<file path="src/rtl/pic_pkg.sv">
package pic_pkg;
  localparam int DW  = 8;
  localparam int NIN = 8;
  localparam int IW  = $clog2(NIN);

  typedef enum logic [1:0] {ST_READY, ST_BASE, ST_CASC, ST_MODE} cfg_st_e;

  // {valid, index} of the lowest set bit (highest priority)
  function automatic logic [IW:0] pick_first(input logic [NIN-1:0] v);
    pick_first = '0;
    for (int i = NIN - 1; i >= 0; i--)
      if (v[i]) pick_first = {1'b1, IW'(i)};
  endfunction

  function automatic logic [NIN-1:0] onehot(input logic [IW-1:0] idx);
    onehot = NIN'(1) << idx;
  endfunction

  function automatic logic [DW-1:0] vec_of(input logic [DW-1:0] base,
                                           input logic [IW-1:0] idx);
    vec_of = base + DW'(idx);
  endfunction
endpackage

</file>
<file path="src/rtl/pic_regif.sv">
module pic_regif import pic_pkg::*; (
  input  logic          clk,
  input  logic          rst_n,
  input  logic          cmd_wr,
  input  logic          dat_wr,
  input  logic [DW-1:0] wdata,
  output logic          ready,
  output logic [DW-1:0] vec_base,
  output logic [DW-1:0] casc_cfg,
  output logic [DW-1:0] mask,
  output logic          aeoi,
  output logic          sel_isr,
  output logic          eoi_stb,
  output logic [IW-1:0] eoi_idx
);
  cfg_st_e st;
  logic    need_mode;

  wire start    = cmd_wr && wdata[4];
  wire rd_sel_c = cmd_wr && ready && !wdata[7] && !wdata[4] && wdata[3] && wdata[1];

  assign ready   = (st == ST_READY);
  assign eoi_stb = cmd_wr && ready && (wdata[7:3] == 5'b01100);
  assign eoi_idx = wdata[IW-1:0];

  always_ff @(posedge clk) begin
    if (!rst_n) begin
      st        <= ST_READY;
      need_mode <= 1'b0;
      vec_base  <= '0;
      casc_cfg  <= '0;
      aeoi      <= 1'b0;
      mask      <= '1;
      sel_isr   <= 1'b0;
    end else begin
      if (start) begin
        st        <= ST_BASE;
        need_mode <= wdata[0];
        aeoi      <= 1'b0;
      end else if (dat_wr) begin
        case (st)
          ST_READY: mask <= wdata;
          ST_BASE: begin
            vec_base <= wdata;
            st       <= ST_CASC;
          end
          ST_CASC: begin
            casc_cfg <= wdata;
            st       <= need_mode ? ST_MODE : ST_READY;
          end
          default: begin
            aeoi <= wdata[1];
            st   <= ST_READY;
          end
        endcase
      end
      if (rd_sel_c) sel_isr <= wdata[0];
    end
  end

  assert_mask_hold_R2: assert property (@(posedge clk) disable iff (!rst_n)
    (dat_wr && !ready) |=> $stable(mask));
  assert_start_busy_R2: assert property (@(posedge clk) disable iff (!rst_n)
    start |=> !ready);
endmodule

</file>
<file path="src/rtl/pic_req_capture.sv">
module pic_req_capture import pic_pkg::*; (
  input  logic           clk,
  input  logic           rst_n,
  input  logic [NIN-1:0] irq_in,
  input  logic [NIN-1:0] clr,
  output logic [NIN-1:0] irr
);
  logic [NIN-1:0] prev;
  logic [NIN-1:0] rise;

  assign rise = irq_in & ~prev;

  always_ff @(posedge clk) begin
    if (!rst_n) begin
      prev <= '0;
      irr  <= '0;
    end else begin
      prev <= irq_in;
      irr  <= (irr | rise) & irq_in & ~clr;
    end
  end

  for (genvar g = 0; g < NIN; g++) begin : g_chk
    assert_edge_capture_R5: assert property (@(posedge clk) disable iff (!rst_n)
      rise[g] |=> irr[g]);
    assert_low_drop_R5: assert property (@(posedge clk) disable iff (!rst_n)
      !irq_in[g] |=> !irr[g]);
  end
endmodule

</file>
<file path="src/rtl/pic_prio.sv">
module pic_prio import pic_pkg::*; (
  input  logic           ready,
  input  logic [NIN-1:0] irr,
  input  logic [NIN-1:0] mask,
  input  logic [NIN-1:0] isr,
  output logic           fwd,
  output logic [IW-1:0]  win_idx
);
  logic [IW:0] req_pick;
  logic [IW:0] isr_pick;

  assign req_pick = pick_first(irr & ~mask);
  assign isr_pick = pick_first(isr);
  assign win_idx  = req_pick[IW-1:0];
  assign fwd      = ready && req_pick[IW] &&
                    (!isr_pick[IW] || (req_pick[IW-1:0] < isr_pick[IW-1:0]));
endmodule

</file>
<file path="src/rtl/pic_core.sv">
module pic_core import pic_pkg::*; (
  input  logic          clk,
  input  logic          rst_n,
  input  logic          wr_en,
  input  logic          addr,
  input  logic [DW-1:0] wdata,
  output logic [DW-1:0] rdata,
  input  logic [NIN-1:0] irq_in,
  output logic          int_o,
  input  logic          ack_i,
  output logic [DW-1:0] vec_o,
  output logic          vec_valid_o,
  output logic [DW-1:0] casc_cfg_o
);
  logic           ready, aeoi, sel_isr, eoi_stb, fwd;
  logic [DW-1:0]  vec_base, mask;
  logic [IW-1:0]  eoi_idx, win_idx;
  logic [NIN-1:0] irr, isr, irr_clr, isr_set, isr_clr;
  logic           ack_take;

  pic_regif u_regif (
    .clk(clk), .rst_n(rst_n),
    .cmd_wr(wr_en && !addr), .dat_wr(wr_en && addr), .wdata(wdata),
    .ready(ready), .vec_base(vec_base), .casc_cfg(casc_cfg_o), .mask(mask),
    .aeoi(aeoi), .sel_isr(sel_isr), .eoi_stb(eoi_stb), .eoi_idx(eoi_idx)
  );

  pic_req_capture u_req (
    .clk(clk), .rst_n(rst_n), .irq_in(irq_in), .clr(irr_clr), .irr(irr)
  );

  pic_prio u_prio (
    .ready(ready), .irr(irr), .mask(mask), .isr(isr),
    .fwd(fwd), .win_idx(win_idx)
  );

  assign int_o    = fwd;
  assign ack_take = ack_i && fwd;
  assign irr_clr  = ack_take ? onehot(win_idx) : '0;
  assign isr_set  = (ack_take && !aeoi) ? onehot(win_idx) : '0;
  assign isr_clr  = eoi_stb ? onehot(eoi_idx) : '0;
  assign rdata    = addr ? mask : (sel_isr ? isr : irr);

  always_ff @(posedge clk) begin
    if (!rst_n) begin
      isr         <= '0;
      vec_o       <= '0;
      vec_valid_o <= 1'b0;
    end else begin
      isr         <= (isr & ~isr_clr) | isr_set;
      vec_valid_o <= ack_i;
      if (ack_i) vec_o <= vec_of(vec_base, ack_take ? win_idx : IW'(NIN - 1));
    end
  end

  assert_ack_vec_R7: assert property (@(posedge clk) disable iff (!rst_n)
    ack_i |=> vec_valid_o);
  assert_spur_vec_R12: assert property (@(posedge clk) disable iff (!rst_n)
    (ack_i && !int_o) |=> (vec_o == vec_of($past(vec_base), IW'(NIN - 1))));
  assert_spur_isr_R12: assert property (@(posedge clk) disable iff (!rst_n)
    (ack_i && !int_o && !eoi_stb) |=> $stable(isr));
  assert_aeoi_hold_R8: assert property (@(posedge clk) disable iff (!rst_n)
    (ack_i && aeoi && !eoi_stb) |=> $stable(isr));
  assert_eoi_clear_R10: assert property (@(posedge clk) disable iff (!rst_n)
    (eoi_stb && !ack_i) |=> !isr[$past(eoi_idx)]);
  assert_fwd_unmasked_R11: assert property (@(posedge clk) disable iff (!rst_n)
    int_o |-> !mask[win_idx]);
  assert_fwd_outranks_R6: assert property (@(posedge clk) disable iff (!rst_n)
    int_o |-> (DW'(isr << (IW'(NIN - 1) - win_idx)) == '0));
  assert_cfg_quiet_R2: assert property (@(posedge clk) disable iff (!rst_n)
    !ready |-> !int_o);
endmodule

</file>
<file path="config.mk">
export PLATFORM = sky130hd
export DESIGN_NAME = pic_core
export DESIGN_NICKNAME = d
export VERILOG_FILES = /design/src/rtl/pic_pkg.sv /design/src/rtl/pic_regif.sv /design/src/rtl/pic_req_capture.sv /design/src/rtl/pic_prio.sv /design/src/rtl/pic_core.sv
export SDC_FILE = /design/constraint.sdc
export NUM_CORES = 1
export LEC_CHECK = 0
export ABC_AREA = 1
export BUFFER_PORTS_ARGS = -buffer_cell sky130_fd_sc_hd__buf_2
export CELL_PAD_IN_SITES_DETAIL_PLACEMENT = 1
export CELL_PAD_IN_SITES_GLOBAL_PLACEMENT = 2
export CORE_ASPECT_RATIO = 0.7
export CORE_UTILIZATION = 34
export CTS_CLUSTER_SIZE = 25
export DETAILED_ROUTE_END_ITERATION = 12
export PLACE_DENSITY_LB_ADDON = 0.25
export REMOVE_ABC_BUFFERS = 1
export SLEW_MARGIN = 10
export SYNTH_ARGS = -nofsm -noshare
export SYNTH_HDL_FRONTEND = slang
export SYNTH_SLANG_ARGS = --single-unit
export TNS_END_PERCENT = 100
</file>
<file path="constraint.sdc">
create_clock -name clk -period 8.31 [get_ports clk]
set_input_delay 0.4155 -clock clk [delete_from_list [all_inputs] [get_ports clk]]
set_output_delay 0.4155 -clock clk [all_outputs]
set_load 0.02 [all_outputs]
</file>
==> results of run 1 <==
registers in the layout, indices dropped and copies added, names as in the netlist:
name               count
u_regif.mask           8
u_regif.aeoi           1
u_regif.st             2
u_req.irr              8
u_regif.casc_cfg       8
u_regif.vec_base       8
u_regif.need_mode      1
u_req.prev             8
u_regif.sel_isr        1
isr                    8
vec_o                  8
vec_valid_o            1
worst max-delay path by stage:
| stage | startpoint | to | cells past startpoint |
|---|---|---|---|
| final | u_regif.mask[2] | vec_o[7] | 23 |
| after global routing | u_regif.mask[2] | vec_o[7] | 23 |
| after CTS | u_regif.mask[2] | vec_o[7] | 23 |
| after detailed placement | u_regif.mask[2] | vec_o[7] | 23 |
| after global placement | u_regif.mask[2] | vec_o[7] | 23 |
| after floorplan | u_regif.mask[2] | vec_o[7] | 23 |
placed cells by master, fill, tap and decap left out, types with 2 or more instances in the layout:
cell | netlist | layout
nand2_1 | 81 | 81
a22oi_1 | 2 | 2
o221ai_1 | 2 | 2
o21ai_1 | 2 | 2
xor2_1 | 4 | 4
ha_1 | 9 | 9
inv_1 | 78 | 78
nand2_2 | 6 | 6
nand3_1 | 21 | 21
buf_2 | 0 | 46
clkbuf_16 | 0 | 9
inv_2 | 5 | 5
nor2_1 | 61 | 61
clkinv_1 | 2 | 2
nor3_1 | 4 | 4
clkinv_2 | 0 | 3
o31ai_1 | 3 | 3
a21oi_1 | 50 | 50
a211oi_1 | 2 | 2
dfxtp_1 | 62 | 62
o21ai_0 | 23 | 23
nand4_1 | 2 | 2
o41ai_1 | 8 | 8
clkinvlp_4 | 0 | 3
synthesized netlist by cell type, drive strengths merged:
| library cell | n |
|---|---|
| ha | 9 |
| nand4 | 3 |
| nand3 | 21 |
| o41ai | 8 |
| clkbuf | 14 |
| fa | 1 |
| nand2 | 87 |
| clkinv | 2 |
| nor2 | 62 |
| o21ai | 25 |
| a21oi | 51 |
| xor2 | 4 |
| nor3 | 5 |
| a22oi | 2 |
| nor4 | 1 |
| buf | 1 |
| a211oi | 2 |
| dfxtp | 62 |
| o31ai | 3 |
| o211ai | 1 |
| inv | 83 |
| a31oi | 1 |
| o221ai | 2 |
worst max-delay path: stages (launching register included):
cell and delay (ns):
dfxtp_1 0.31, inv_1 0.06, nand2_1 0.10, nand2_1 0.15
nor3_4 0.35, ha_1 0.30, nand2_1 0.07, inv_1 0.04
nand2_1 0.06, nand2_1 0.06, nand2_2 0.09, nand2_2 0.12
nor2_8 0.17, nand2_1 0.08, ha_1 0.35, a21oi_1 0.09
inv_1 0.06, a31oi_1 0.05, nor3_1 0.28, nand3_1 0.17
nand2_1 0.09, nand2_1 0.05, o221ai_1 0.15, inv_1 0.06
layout make-up:
| type | count | area, um2 |
|---|---|---|
| multi-input cells | 288 | 1478 |
| clock buffers | 10 | 239.0 |
| inverters | 85 | 319.1 |
| repair buffers | 47 | 237.7 |
| fillers | 1165 | 4951 |
| well taps | 120 | 150.1 |
| clock inverters | 6 | 37.54 |
| flip-flops and latches | 62 | 1241 |
routing by layer:
layer | track usage | share of wire | vias to the layer above | wire length [um]
li1 | - | - | 1522 | -
met1 | 0.3320 | 0.52 | 1428 | 5239
met2 | 0.3476 | 0.42 | 50 | 4248
met3 | 0.05904 | 0.048 | 10 | 480
met4 | 0.06026 | 0.0084 | 0 | 84
met5 | 0 | 0 | - | 0
power by group through the flow:
stage,sequential (mW),clock [mW],combinational [mW]
floorplan,0.325,0,0.0588
global placement,0.323,0,0.0987
detailed placement,0.324,0,0.101
CTS,0.317,0.359,0.102
global route,0.319,0.370,0.114
finish,0.317,0.352,0.101
cell families after synthesis:
kind of cell / Yosys count
buffers and inverters: 100
and+or+nand+nor: 179
adders and majority gates: 10
xor gates and xnor gates: 4
AOI/OAI and AO/OA: 95
DFF: 62
==> impl_metrics.env, run 1 <==
export IMPL_power_density_nw_per_um2=208.0
export IMPL_synth_adder_area_share=0.04286
export IMPL_power_net_switching_uw=222.2
export IMPL_cts_resized=0
export IMPL_row_count=28
export IMPL_cts_clk_slew_worst_paths_ns=0.06
export IMPL_grt_max_degree=23
export IMPL_hpwlAfterDp_um=7349
export IMPL_drc_errors=0
export IMPL_synth_top_area_share=0.4011
export IMPL_die_w_um=116.0
export IMPL_stdcell_count=618
export IMPL_ioPinCount=47
export IMPL_drv_cap=0
export IMPL_worstPathMaxFanout=9
export IMPL_min_from="irq_in[0]"
export IMPL_cp_data_required_time_ns=8.54
export IMPL_regToRegSetupSlack_ns=4.90
export IMPL_setup_ws_ns=4.898
export IMPL_muxShareOfSynthArea=0
export IMPL_hold_class="in2reg"
export IMPL_netlist_instances=450
export IMPL_timing_rr_end="vec_o[7]"
export IMPL_finalInstanceArea_um2=3702
export IMPL_layout_drive_gt1_share=0.1566
export IMPL_via_per_inst=4.871
export IMPL_wl_per_cell_um=16.27
export IMPL_syn_avg_cell_area_um2=6.876
export IMPL_cts_sinks=62
export IMPL_leakagePower_nw=1.848
export IMPL_placed_area_um2=3426
export IMPL_final_nets=524
export IMPL_combPwrFrac=0.131
export IMPL_clock_path_buffers=2
export IMPL_gp_congestion=0.8466
export IMPL_synth_area_leaders="dfxtp_1 40%, nand2_1 9.8%, inv_1 9.5%"
export IMPL_port_buffers=46
export IMPL_hold_end="u_req.prev[0]"
export IMPL_antenna_cells=0
export IMPL_synthXorXnorAreaFrac=0.01132
export IMPL_synth_top_family_by_area="simple AND/OR/NAND/NOR gates"
export IMPL_syn_area_um2=3094
export IMPL_clk_latency_ns=0.34
export IMPL_postRouteAntennaNets=0
export IMPL_cts_tree="done"
export IMPL_status="completed"
export IMPL_hold_viol_final=0
export IMPL_core_area_um2=8653
export IMPL_finalCriticalPeriod_ns=3.412
export IMPL_antenna_found_initial=0
export IMPL_synthDistinctLibCells=30
export IMPL_ctsHoldBuffers=0
export IMPL_slew_headroom=0.3376
export IMPL_ctsHtreeMaxLevel=3
export IMPL_crit_arrival_ns=3.64
export IMPL_p_seq_frac=0.412
export IMPL_cts_buffers=9
export IMPL_intPower_uw=548.0
export IMPL_die_area_um2=9492
export IMPL_cp_end_kind="flip-flop"
export IMPL_final_core_utilization=0.4278
export IMPL_hold_depth=3
export IMPL_clkPwrFrac=0.457
export IMPL_r2r_start="u_regif.mask[2]"
export IMPL_worstMarginPinSlew_ns=0.9900
export IMPL_rsz0062_at_grt="false"
export IMPL_grt_usage=0.2330
export IMPL_postRouteWirelength_um=10050
export IMPL_clock_skew_ns=0.008463
export IMPL_vias=3010
export IMPL_grt_ovfl_total=0
export IMPL_max_freq_ghz=0.2931
export IMPL_yosys_warnings=0
export IMPL_whs_ns=0.2828
export IMPL_max_vdd_ir_drop_v=0.0001216
export IMPL_root_buffer="clkbuf_16"
export IMPL_yosysTopAreaCell="dfxtp_1"
export IMPL_dp_cells=602
export IMPL_startpoint_type="flip-flop"
export IMPL_postCtsSetupBuffers=0
export IMPL_drtIter0Drc=205
export IMPL_firstDrtPassIters=4
export IMPL_dp_slack_ns=4.980
export IMPL_power_total_uw=770.2
export IMPL_synthToLayoutAreaGrowth_pct=19.65
export IMPL_synth_simple_gate_area_share=0.2495
export IMPL_die_h_um=81.82
export IMPL_setup_viol=0
export IMPL_start_util=0.3576
export IMPL_grt_first_pass_wirelength_um=15970
export IMPL_ys_seq_elements=62
export IMPL_worstSetupPathType="reg2reg"
export IMPL_grt_pass1_vias=3006
export IMPL_synth_compound_area_frac=0.1739
export IMPL_ff2ff_path_depth=23
export IMPL_slew_violations=0
export IMPL_period_share=0.4106
export IMPL_tns_ns=0
export IMPL_yosysSeqAreaShare=0.4011
export IMPL_swShare=0.2884
(Power assumes the default switching activity.)
==> inputs of run 2 (changes only) <==
--- a/config.mk
+++ b/config.mk
@@ -10,7 +10,7 @@
 export CELL_PAD_IN_SITES_DETAIL_PLACEMENT = 1
 export CELL_PAD_IN_SITES_GLOBAL_PLACEMENT = 2
 export CORE_ASPECT_RATIO = 0.7
-export CORE_UTILIZATION = 34
+export CORE_UTILIZATION = 28
 export CTS_CLUSTER_SIZE = 25
 export DETAILED_ROUTE_END_ITERATION = 12
 export PLACE_DENSITY_LB_ADDON = 0.25
==> constraint.sdc (replaced) <==
create_clock -name clk -period 2.9 [get_ports clk]
set_input_delay 0.145 -clock clk [delete_from_list [all_inputs] [get_ports clk]]
set_output_delay 0.145 -clock clk [all_outputs]
set_load 0.02 [all_outputs]
==> run 2 against run 1 <==
Effect of this change: clock skew is 0.0033 ns lower; utilization is 1.8 points lower; worst setup slack worse by 4.9 ns; sequential power grew to 2.9 times the previous value; first-iteration DRC count is 37% lower; flip-flop and latch count stayed put; non-clock buffer count is 49 higher; cell count is 12% higher; worst hold slack worse by 0.27 ns; global-route usage is 3.4 points lower; wire length is 7.8% higher; die area is 21% higher; largest cell class unchanged.
==> impl_metrics.env, run 2 (synthesized netlist as in run 1, its figures left out) <==
export IMPL_slew_headroom=0.5842
export IMPL_wl_per_cell_um=15.59
export IMPL_grt_first_pass_wirelength_um=17260
export IMPL_final_common_cell="inv_1"
export IMPL_startpoint_type="flip-flop"
export IMPL_die_w_um=127.6
export IMPL_swShare=0.2834
export IMPL_grt_max_degree=22
export IMPL_period_share=0.9874
export IMPL_grt_usage=0.1985
export IMPL_leakagePower_nw=2.122
export IMPL_dr_wl_met2_um=4543
export IMPL_max_freq_ghz=0.3492
export IMPL_synthToLayoutAreaGrowth_pct=39.87
export IMPL_final_nets=573
export IMPL_cpMaxStageDelayCell="dfxtp_4"
export IMPL_start_util=0.2933
export IMPL_layout_drive_gt1_share=0.3108
export IMPL_finalCriticalPeriod_ns=2.864
export IMPL_combPwrFrac=0.169
export IMPL_power_density_nw_per_um2=527.5
export IMPL_worstSetupPathType="reg2reg"
export IMPL_hold_class="in2reg"
export IMPL_hpwlAfterDp_um=8012
export IMPL_intPower_mw=1.636
export IMPL_crit_chain="buf_4 > o31ai_4 > buf_4 > ha_1 > nand2_2 > inv_2 > nand2_1 > nand2_1 > nand2_2 > nand2_4 > nor2_8 > nand2_4 > ha_4 > a21oi_2 > inv_1 > a31oi_2 > nor3_2 > nand3_1 > nand2_1 > nand2_1 > o221ai_2 > inv_1"
export IMPL_setup_viol=0
export IMPL_crit_arrival_ns=3.08
export IMPL_ioPinCount=47
export IMPL_dp_slack_ns=-0.2286
export IMPL_root_buffer="clkbuf_16"
export IMPL_worstMarginPinSlew_ns=0.6214
export IMPL_port_buffers=46
export IMPL_grt_pass1_vias=3208
export IMPL_grt_ovfl_total=0
export IMPL_clock_path_buffers=2
export IMPL_antenna_cells=0
export IMPL_die_area_um2=11480
export IMPL_vias=3155
export IMPL_antenna_found_initial=0
export IMPL_routed_top_layer="met4"
export IMPL_stdcell_count=695
export IMPL_cp_data_required_time_ns=3.12
export IMPL_cts_buffers=9
export IMPL_wl_met3_um=339
export IMPL_drtIter0Drc=129
export IMPL_gp_congestion=0.8420
export IMPL_p_seq_frac=0.398
export IMPL_layout_common_cells="74 x inv_1, 68 x nand2_1, 58 x nor2_1"
export IMPL_drv_cap=0
export IMPL_crit_top_cell="nand2_1"
export IMPL_postRouteAntennaNets=0
export IMPL_core_area_um2=10550
export IMPL_cts_clk_slew_worst_paths_ns=0.05
export IMPL_whs_ns=0.01505
export IMPL_critPathBufInv=5
export IMPL_dp_cells=671
export IMPL_max_stage_delay_ns=0.35
export IMPL_worstPathMaxFanout=4
export IMPL_cts_sinks=62
export IMPL_die_h_um=89.95
export IMPL_critical_path_top_delay_family="simple AND/OR/NAND/NOR gates"
export IMPL_clkPwrFrac=0.432
export IMPL_ctsHoldBuffers=0
export IMPL_slew_violations=0
export IMPL_hold_viol_final=0
export IMPL_power_net_switching_uw=646.9
export IMPL_max_vdd_ir_drop_v=0.0003206
export IMPL_wl_met1_um=5841
export IMPL_drc_errors=0
export IMPL_cts_tree="done"
export IMPL_ctsHtreeMaxLevel=3
export IMPL_firstDrtPassIters=4
export IMPL_postRouteWirelength_um=10830
export IMPL_clock_skew_ns=0.005149
export IMPL_status="completed"
export IMPL_clk_latency_ns=0.33
export IMPL_setup_ws_ns=0.03645
export IMPL_final_core_utilization=0.4102
export IMPL_via_per_inst=4.540
export IMPL_rsz0062_at_grt="true"
export IMPL_row_count=31
export IMPL_cp_end_kind="flip-flop"
-- run 2: power groups by stage --
stage / Combinational (mW) / Sequential [mW] / Clock (mW)
after floorplan: 0.168 / 0.933 / 0
after global placement: 0.336 / 0.922 / 0
after detailed placement: 0.341 / 0.924 / 0
after CTS: 0.357 / 0.907 / 1.02
after global routing: 0.426 / 0.913 / 1.06
final: 0.387 / 0.910 / 0.987
-- run 2: final timing paths --
path / cells after the start / slack (ns) / endpoint / from
worst max register to register: 22 / 0.04 / vec_o[7] / isr[3]
worst max-delay path: 22 / 0.04 / vec_o[7] / isr[3]
worst min register to register: 2 / 0.45 / u_regif.need_mode / u_regif.need_mode
worst min-delay path: 3 / 0.02 / u_req.prev[1] / irq_in[1]
-- run 2: per-stage QoR --
stage	power, mW	setup TNS, ns	instance area (um2)
floorplan	1.101	-0.01923	3038
global placement	1.258	-0.02680	3769
detailed placement	1.265	-0.8680	3769
CTS	2.280	-0.03924	4118
global route	2.395	-0.7289	4328
finish	2.283	0	4328
-- run 2: repair_timing --
| item | CTS | global route |
|---|---|---|
| buffers inserted | 1 | 7 |
| setup endpoints to repair | 6 | 6 |
| gates resized for setup | 15 | 45 |
| pin swaps | 5 | 14 |
| gates cloned | 0 | 0 |
-- run 2: layout make-up --
type / instances / area (um2)
inverters: 85 / 319.1
multi-input cells: 288 / 1698
clock inverters: 4 / 22.52
clock buffers: 12 / 246.5
flip-flops and latches: 62 / 1251
repair buffers: 96 / 605.6
fillers: 1344 / 6222
well taps: 148 / 185.2
-- run 2: routing by layer --
layer  vias to the layer above  GRT usage
li1                       1617          -
met2                        48     0.2760
met5                         -          0
met1                      1481     0.3016
met3                         9    0.04286
met4                         0    0.05686
-- run 2: worst register-to-register path, cell delays in order (launching register included) --
cell,delay (ns)
dfxtp_4,0.35
buf_4,0.15
o31ai_4,0.23
buf_4,0.13
ha_1,0.22
nand2_2,0.06
inv_2,0.03
nand2_1,0.05
nand2_1,0.05
nand2_2,0.09
nand2_4,0.08
nor2_8,0.15
nand2_4,0.07
ha_4,0.28
a21oi_2,0.05
inv_1,0.07
a31oi_2,0.05
nor3_2,0.18
nand3_1,0.12
nand2_1,0.08
nand2_1,0.06
o221ai_2,0.13
inv_1,0.06
==> inputs of run 3 (changes only) <==
--- a/config.mk
+++ b/config.mk
@@ -7,10 +7,8 @@
 export LEC_CHECK = 0
 export ABC_AREA = 1
 export BUFFER_PORTS_ARGS = -buffer_cell sky130_fd_sc_hd__buf_2
-export CELL_PAD_IN_SITES_DETAIL_PLACEMENT = 1
-export CELL_PAD_IN_SITES_GLOBAL_PLACEMENT = 2
 export CORE_ASPECT_RATIO = 0.7
-export CORE_UTILIZATION = 28
+export CORE_UTILIZATION = 51
 export CTS_CLUSTER_SIZE = 25
 export DETAILED_ROUTE_END_ITERATION = 12
 export PLACE_DENSITY_LB_ADDON = 0.25
==> run 3 against run 2 <==
Effect of this change: the flow now finishes with violations (negative setup slack); cell count shrank 13%; global-route usage rose by 9.5 points; combinational power shrank 6.7%; sequential share of layout area rose by 2.0 points; first-iteration DRC count rose by 110%; worst setup slack got worse by 0.064 ns; die area decreased by 44%; register-to-register slack got worse by 0.06 ns; design area fell by 6.5%; non-clock buffer count shrank 17.
==> impl_metrics.env, run 3 (synthesized netlist as in run 1, its figures left out) <==
export IMPL_die_area_um2=6388
export IMPL_slew_headroom=0.4252
export IMPL_core_area_um2=5784
export IMPL_wl_per_cell_um=15.27
export IMPL_worstPathMaxFanout=3
export IMPL_vias=3274
export IMPL_drtIter0Drc=271
export IMPL_cts_buffers=9
export IMPL_final_nets=556
export IMPL_whs_ns=0.0008406
export IMPL_via_per_inst=5.412
export IMPL_cts_clk_slew_worst_paths_ns=0.07
export IMPL_use_met2=0.4241
export IMPL_gp_congestion=0.8895
export IMPL_antenna_found_initial=0
export IMPL_r2r_start="u_req.irr[7]"
export IMPL_use_met3=0.06419
export IMPL_ioPinCount=47
export IMPL_grt_util_met1=0.4321
export IMPL_crit_chain="inv_2 > o21ai_4 > nand3_2 > a21oi_2 > ha_1 > nand2_1 > inv_1 > nand2_1 > nand2_1 > nand2_2 > nand2_4 > nor2_8 > buf_4 > nand2_4 > ha_4 > fa_2 > nand3_2 > nand2_2 > nand3_2 > nand2_1 > nand2_1 > o221ai_1 > inv_1"
export IMPL_hold_end="u_req.prev[6]"
export IMPL_intPower_mw=1.527
export IMPL_power_density_nw_per_um2=523.8
export IMPL_cts_tree="done"
export IMPL_multiInputGateArea_um2=1684
export IMPL_max_stage_delay_ns=0.35
export IMPL_max_vdd_ir_drop_v=0.0003042
export IMPL_layout_common_cells="75 x inv_1, 73 x nand2_1, 59 x nor2_1"
export IMPL_firstDrtPassIters=5
export IMPL_ctsHtreeMaxLevel=3
export IMPL_slew_violations=0
export IMPL_seq_area_um2=1250
export IMPL_p_seq_frac=0.429
export IMPL_period_share=1.009
export IMPL_ff2ff_path_depth=23
export IMPL_status="complete, but fails checks"
export IMPL_final_common_cell="inv_1"
export IMPL_crit_top_cell="nand2_1"
export IMPL_final_core_utilization=0.6993
export IMPL_max_freq_ghz=0.3416
export IMPL_hold_depth=3
export IMPL_timing_rr_end="vec_o[6]"
export IMPL_critical_path_top_delay_family="simple AND/OR/NAND/NOR gates"
export IMPL_row_count=23
export IMPL_min_from="irq_in[6]"
export IMPL_hpwlAfterDp_um=6165
export IMPL_die_w_um=95.10
export IMPL_grt_first_pass_wirelength_um=13780
export IMPL_layout_drive_gt1_share=0.2717
export IMPL_cp_end_kind="flip-flop"
export IMPL_setup_ws_ns=-0.02748
export IMPL_drc_errors=0
export IMPL_nFillCells=478
export IMPL_regToRegSetupSlack_ns=-0.03
export IMPL_clock_path_buffers=2
export IMPL_worstMarginPinSlew_ns=0.8612
export IMPL_port_buffers=46
export IMPL_leakagePower_nw=2.033
export IMPL_startpoint_type="flip-flop"
export IMPL_grt_ovfl_total=0
export IMPL_setup_viol=1
export IMPL_crit_arrival_ns=3.22
export IMPL_failed_checks="negative setup slack"
export IMPL_clk_latency_ns=0.34
export IMPL_cpMaxStageDelayCell="fa_2"
export IMPL_grt_usage=0.2932
export IMPL_antenna_cells=0
export IMPL_cts_sinks=62
export IMPL_grt_busiest_layer="met1"
export IMPL_postRouteWirelength_um=9241
export IMPL_clock_skew_ns=0.004558
export IMPL_worstSetupPathType="reg2reg"
export IMPL_swShare=0.2795
export IMPL_hold_viol_final=0
export IMPL_postRouteAntennaNets=0
export IMPL_drv_cap=0
export IMPL_power_net_switching_uw=592.3
export IMPL_hold_class="in2reg"
export IMPL_critPathBufInv=4
export IMPL_grt_max_degree=26
export IMPL_rsz0062_at_grt="true"
export IMPL_cp_data_required_time_ns=3.19
export IMPL_grt_pass1_vias=2798
export IMPL_finalCriticalPeriod_ns=2.927
export IMPL_die_h_um=67.17
export IMPL_synthToLayoutAreaGrowth_pct=30.73
export IMPL_root_buffer="clkbuf_8"
export IMPL_clkPwrFrac=0.401
export IMPL_combPwrFrac=0.171
export IMPL_start_util=0.5349
run 3: changes by cell type in the layout (fill, tap and decap cells not counted), sizes merged:
cell         change
buf             -19
clkinvlp         -1
clkinv           -1
dlygate4sd3      +2
bufinv           +2
run 3: repair_timing:
action	CTS	global route
hold endpoints to repair	2	0
hold buffers	2	0
endpoints found under the setup margin	2	6
pin swaps	5	22
setup buffers	1	3
resized for setup	15	37
run 3: cell type report:
| cell class | count | share of cell area |
|---|---|---|
| Inverter | 85 | 0.07887 |
| Sequential cell | 62 | 0.3090 |
| Clock inverter | 4 | 0.01732 |
| Clock buffer | 12 | 0.03588 |
| Multi-Input combinational cell | 288 | 0.4163 |
| Timing Repair Buffer | 79 | 0.1194 |
| Tap cell | 75 | 0.02320 |
run 3: how the worst max path moves through the flow:
stage                          startpoint  endpoint  cells past startpoint
after floorplan           u_regif.mask[2]  vec_o[7]                     23
after global placement             isr[3]  vec_o[7]                     21
after detailed placement           isr[3]  vec_o[7]                     19
after CTS                    u_req.irr[7]  vec_o[7]                     21
after global routing         u_req.irr[7]  vec_o[6]                     23
final                        u_req.irr[7]  vec_o[6]                     23
run 3: tightest hold or removal path, delay by kind of cell:
kind	cells	cell delay, ns
and+or+nand+nor	1	0.05
buffers and inverters	2	0.12
run 3: power by group through the flow:
stage               logic, mW  clock network, mW  registers [mW]
finish                  0.361              0.849           0.908
global route            0.394              0.896           0.912
CTS                     0.327              0.852           0.906
detailed placement      0.311                  0           0.923
global placement        0.308                  0           0.922
floorplan               0.168                  0           0.933
run 3: per-stage QoR:
stage                     instances  total power [mW]  setup TNS, ns  worst slack, ns  cell area (um2)
after floorplan                 435             1.101       -0.01923         -0.01923             3038
after global placement          583             1.230              0          0.02111             3565
after detailed placement        583             1.235        -0.1601          -0.1293             3565
after CTS                       602             2.085              0         0.008518             3872
after global routing            605             2.202        -0.7924          -0.2137             4045
final                           605             2.119       -0.02748         -0.02748             4045
run 3: metal layers:
layer	up-vias	wire, um
met5	-	0
met4	0	176
met3	20	710
met2	146	3986
met1	1523	4369
li1	1585	-
